==> src/rtl/lcd_drv_pkg.sv <==
`timescale 1ns/1ps
package lcd_drv_pkg;
  localparam int SEG_W = 7;
  localparam int DIG_W = 4;
  localparam int NDIG  = 3;

  // strobes from control to datapath
  typedef struct packed {
    logic loadEn;   // capture reading this edge
    logic bpLevel;  // current backplane level
  } ctrlStb_t;

  // lit pattern for one BCD digit; bit0 top, going clockwise, bit6 middle
  function automatic logic [SEG_W-1:0] segDecode(input logic [DIG_W-1:0] bcd);
    logic [SEG_W-1:0] pat;
    unique case (bcd)
      4'd0: pat = 7'h3F;
      4'd1: pat = 7'h06;
      4'd2: pat = 7'h5B;
      4'd3: pat = 7'h4F;
      4'd4: pat = 7'h66;
      4'd5: pat = 7'h6D;
      4'd6: pat = 7'h7D;
      4'd7: pat = 7'h07;
      4'd8: pat = 7'h7F;
      4'd9: pat = 7'h6F;
      default: pat = '0;
    endcase
    return pat;
  endfunction
endpackage

==> src/rtl/lcd_drv_ctrl.sv <==
`timescale 1ns/1ps
module lcd_drv_ctrl
  import lcd_drv_pkg::*;
#(
  parameter int BP_DIV = 800
) (
  input  logic     clk,
  input  logic     rstN,
  input  logic     readyStb,
  input  logic     holdIn,
  output ctrlStb_t stb
);
  localparam int HALF  = BP_DIV / 2;
  localparam int CNT_W = (HALF > 1) ? $clog2(HALF) : 1;
  localparam logic [CNT_W-1:0] LAST = CNT_W'(HALF - 1);

  logic [CNT_W-1:0] divCnt;
  logic             bpReg;
  logic             wrapNow;

  assign wrapNow = (divCnt == LAST);

  always_ff @(posedge clk or negedge rstN) begin
    if (!rstN) begin
      divCnt <= '0;
      bpReg  <= 1'b0;
    end else if (wrapNow) begin
      divCnt <= '0;
      bpReg  <= ~bpReg;
    end else begin
      divCnt <= divCnt + 1'b1;
    end
  end

  always_comb begin
    stb.loadEn  = readyStb & ~holdIn;
    stb.bpLevel = bpReg;
  end
endmodule

==> src/rtl/lcd_drv_datapath.sv <==
`timescale 1ns/1ps
module lcd_drv_datapath
  import lcd_drv_pkg::*;
(
  input  logic                  clk,
  input  logic                  rstN,
  input  ctrlStb_t              stb,
  input  logic                  testIn,
  input  logic                  negIn,
  input  logic                  thouIn,
  input  logic [NDIG*DIG_W-1:0] digitsIn,
  output logic [NDIG*SEG_W-1:0] segOut,
  output logic                  thouOut,
  output logic                  minusOut,
  output logic                  bpOut
);
  logic thouLat, negLat;

  for (genvar g = 0; g < NDIG; g++) begin : g_digit
    logic [SEG_W-1:0] patNext, patLat;
    assign patNext = segDecode(digitsIn[g*DIG_W +: DIG_W]);

    always_ff @(posedge clk or negedge rstN) begin
      if (!rstN)           patLat <= '0;
      else if (stb.loadEn) patLat <= patNext;
    end

    assign segOut[g*SEG_W +: SEG_W] = (patLat | {SEG_W{testIn}}) ^ {SEG_W{stb.bpLevel}};
  end

  always_ff @(posedge clk or negedge rstN) begin
    if (!rstN) begin
      thouLat <= 1'b0;
      negLat  <= 1'b0;
    end else if (stb.loadEn) begin
      thouLat <= thouIn;
      negLat  <= negIn;
    end
  end

  assign thouOut  = (thouLat | testIn) ^ stb.bpLevel;
  assign minusOut = (negLat  | testIn) ^ stb.bpLevel;
  assign bpOut    = stb.bpLevel;
endmodule

==> src/rtl/lcd_drv_top.sv <==
`timescale 1ns/1ps
module lcd_drv_top
  import lcd_drv_pkg::*;
#(
  parameter int BP_DIV = 800
) (
  input  logic       clk,
  input  logic       rstN,
  input  logic       readyStb,
  input  logic       holdIn,
  input  logic       testIn,
  input  logic       negIn,
  input  logic       thouIn,
  input  logic [3:0] hundIn,
  input  logic [3:0] tensIn,
  input  logic [3:0] unitsIn,
  output logic       bpOut,
  output logic [6:0] hundSeg,
  output logic [6:0] tensSeg,
  output logic [6:0] unitsSeg,
  output logic       thouSeg,
  output logic       minusSeg
);
  ctrlStb_t              stb;
  logic [NDIG*SEG_W-1:0] segBus;

  lcd_drv_ctrl #(.BP_DIV(BP_DIV)) ctrl_i (
    .clk(clk), .rstN(rstN), .readyStb(readyStb), .holdIn(holdIn), .stb(stb)
  );

  lcd_drv_datapath dp_i (
    .clk(clk), .rstN(rstN), .stb(stb), .testIn(testIn),
    .negIn(negIn), .thouIn(thouIn),
    .digitsIn({hundIn, tensIn, unitsIn}),
    .segOut(segBus), .thouOut(thouSeg), .minusOut(minusSeg), .bpOut(bpOut)
  );

  assign unitsSeg = segBus[0*SEG_W +: SEG_W];
  assign tensSeg  = segBus[1*SEG_W +: SEG_W];
  assign hundSeg  = segBus[2*SEG_W +: SEG_W];
endmodule

==> config.mk <==
export PLATFORM = sky130hd
export DESIGN_NAME = lcd_drv_top
export DESIGN_NICKNAME = d
export VERILOG_FILES = /design/src/rtl/lcd_drv_pkg.sv /design/src/rtl/lcd_drv_ctrl.sv /design/src/rtl/lcd_drv_datapath.sv /design/src/rtl/lcd_drv_top.sv
export SDC_FILE = /design/constraint.sdc
export NUM_CORES = 1
export LEC_CHECK = 0
export BUFFER_PORTS_ARGS = -buffer_cell sky130_fd_sc_hd__buf_2
export CORE_MARGIN = 2
export CORE_UTILIZATION = 44
export DETAILED_ROUTE_END_ITERATION = 6
export HOLD_SLACK_MARGIN = 0.1
export PLACE_DENSITY = 0.69
export SLEW_MARGIN = 20
export SYNTH_ARGS = -nofsm -noshare
export SYNTH_HDL_FRONTEND = slang
export SYNTH_SLANG_ARGS = --single-unit
==> constraint.sdc <==
create_clock -name clk -period 1.6 [get_ports clk]
set_clock_uncertainty 0.2 [all_clocks]
set_input_delay 0 -clock clk [delete_from_list [all_inputs] [get_ports clk]]
set_output_delay 0 -clock clk [all_outputs]
set_load 0.01 [all_outputs]
==> results by group <==
Routing
  – DRC Markers: 0
  – DR vias: 1772
  – Initial DRC Count: 66
  – Via density: 4.776
  – DRT Wirelength: 4521 µm
  – Total iterations of the first detailed-routing run: 4
  – Routed Antenna Nets: 0
  – WL per Instance: approximately 12 µm

Critical path
  – Reg2reg start: ctrl_i.divCnt[4]
  – CP Launch Point: ctrl_i.divCnt[4]
  – Element type at the critical path start: register
  – R2R cell count: 3
  – CP max stage delay: 570 ps
  – Crit path kind: reg2reg
  – Setup slack, reg-to-reg: -7 ps
  – Critical Path RT: about 1600 ps
  – Worst EP arrival: 1610 ps
  – Crit path cell chain: or4b_4 > nor3_4 > xor2_1
  – CP max FO: 4
  – Nature of the critical path endpoint: register
  – Reg-to-reg critical path endpoint: ctrl_i.bpReg
  – Slowest cell on crit path: or4b_4

Min path
  – Min-delay src: tensIn[0]
  – Min-Delay Endpoint: dp_i.g_digit[1].patLat[4]
  – Hold crit path type: in2reg
  – WHS Path Cells: 5

Finish
  – Layout cell share with drive strength beyond 1: roughly a fifth
  – Fin nets: 342
  – Area delta synth->final: 31.33%
  – ANT cells: 0
  – Cell area after layout: 2838 µm²

CTS
  – H-tree depth: 2
  – CTS tree: yes
  – Skew-Pair Late Insertion Delay: 280 ps
  – TritonCTS Buffers: 5
  – Root buf cell: clkbuf_8
  – Postcts setup bufs: 0
  – CTS clk-pin slew, worst paths: 60 ps
  – CTS sink count: 33
  – CTS max path bufs: 2

Global route
  – GRT Overall Usage: 17.04%
  – Vias in the first global route: 1588
  – Initial antenna violation count: 0
  – First-pass GRT wire length: 7176 µm
  – Largest net degree at the start of global routing: 29
  – Congestion Overflow GR: 0

Floorplan
  – Row count: 25
  – Ports: 43
  – Die ar.: ~5500 µm²
  – Initial Utilization: 45.75%
  – Core area: 4723 µm²
  – Die width: 74.08 µm
  – Die Ht: 74.08 µm

Placement
  – Post-detailed-placement half-perimeter wirelength: approximately 3000 µm
  – Placed cell areas: 2469 µm²
  – IO Port Bufs: 42
  – Global placer's final weighted congestion: ~0.80

Timing
  – RSZ-0062 raised after global routing: yes
  – Slew HR: 68.55%
  – Tmin final: 1607 ps
  – Final Hold Violating Endpoints: 0
  – Final setup margin: -6.663 ps
  – Worst slew pin tran: 471.7 ps
  – Tcrit/Tclk final: 100.4%
  – Final Hold Slack: 80.27 ps
  – Pins Over Slew Limit: 0
  – Maximum clock rate: 622.4 MHz
  – Final setup viols: 1

Logic synthesis
  – Post-synthesis sequential area ratio: a little under two fifths
  – Seq cells post-synth: 33
  – Post-synth EDFFs: 0
  – Post-synth top area share: between 30% and 40%
  – Synthesized instance count: 235
  – Yosys cell types: 35
  – Most frequent cell after synthesis: nor2_1
  – Netlist Area Pre-Place: around 2200 µm²
  – Yosys warns: 0
  – Synth area leader: dfrtp_1
  – Synth Flop Type: dfrtp_1
  – Ys async rst share: 100.0%
  – Syn nets: roughly 270
  – Avg Cell Area, Syn: around 9.2 µm²
  – Synth cell count leaders: 36 x nor2_1, 33 x dfrtp_1, 26 x xnor2_1, 19 x ha_1, 12 x nand2_1
  – Synth top area cells: dfrtp_1 38%, ha_1 11%, xnor2_1 11%

Power and ir drop
  – Max VDD drop: 0.0004378 V
  – Power Dens Cells: 733.1 nW/µm²
  – Overall power: 2080 µW
  – P_leak: 0.001304 µW

Job
  – Max-Cap Viols: 0

Outcome
  – Status: complete, but fails checks
  – Failing checks: negative setup slack
==> critical path, delay by kind of cell, from the launching register on <==
kind,cells,cell delay [ps]
AND/OR/NAND/NOR,2,790
flip-flops,1,380
XOR/XNOR,1,170
==> registers in the layout, summed over array words and instances (netlist names) <==
signal	flops
ctrl_i.bpReg	1
dp_i.g_digit.patLat	21
ctrl_i.divCnt	9
dp_i.thouLat	1
dp_i.negLat	1
==> per-layer routing <==
| metal | vias to the layer above | share of wire, % | global-route usage (%) |
|---|---|---|---|
| met4 | 0 | 1.8 | 8.283 |
| met2 | 28 | 48 | 28.37 |
| li1 | 920 | - | - |
| met3 | 7 | 2.2 | 3.117 |
| met5 | - | 0 | 0 |
| met1 | 817 | 48 | 21.36 |
==> final cells by class <==
class                      instances  area [µm²]
multi-input combinational        177        1246
inverter                          10       37.54
tap                               67       83.83
fill                             412        1886
clock buffer                       7       86.33
sequential                        33       825.8
timing repair buffer              77       558.0
==> what timing repair did <==
item / 4_1_cts / 5_1_grt
setup endpoints to repair: 2 / 7
endpoints found under the hold margin: 56 / 5
hold buffers: 23 / 4
resized for setup: 1 / 3
==> per-stage QoR <==
stage / worst slack, ps / setup TNS [ps] / cells / util, %
detailed placement: -1.921 / -1.921 / 337 / 52.26
finish: -6.663 / -6.663 / 371 / 60.08
CTS: -15.60 / -15.60 / 367 / 59.07
global placement: 25.27 / 0 / 337 / 52.26
floorplan: 24.68 / 0 / 235 / -
global route: -73.24 / -159.9 / 371 / 60.08
==> cells by family after synthesis <==
family,share of synthesized area (%)
simple gates,18.36
xor+xnor,12.57
buf+inv,4.575
fa+ha+maj,11.00
flops,38.22
compound gates,15.29
==> worst max-delay path by stage <==
stage / endpoint / slack, ps / depth (start not counted)
floorplan: ctrl_i.bpReg / 20 / 3
global placement: ctrl_i.bpReg / 30 / 3
detailed placement: ctrl_i.bpReg / -2 / 3
CTS: ctrl_i.bpReg / -20 / 3
global route: ctrl_i.bpReg / -70 / 3
finish: ctrl_i.bpReg / -7 / 3
==> report_power, final <==
part | total, µW | internal [µW] | switching [µW]
Clock | 624 | 341 | 283
Combinational | 495 | 250 | 244
Sequential | 962 | 918 | 43.7
Total | 2080 | 1510 | 571
==> layout by cell type, fill, tap and decap left out, types with 2 or more instances in the layout <==
master and n:
a21o_1 6, inv_1 10, clkbuf_8 6, o21a_1 4, nor3_1 2, buf_2 41, a211oi_1 5, nor2_1 36
nand2_1 12, o21ai_0 7, dfrtp_1 33, ha_1 19, nand3_1 3, o22a_1 6, dlygate4sd3_1 26, nand4_1 2
o221ai_1 2, nor2b_1 5, buf_4 7, xor2_1 5, a31oi_1 6, nand2b_1 11, a21oi_1 5, xnor2_1 26
Power figures use the tool's default switching activity.
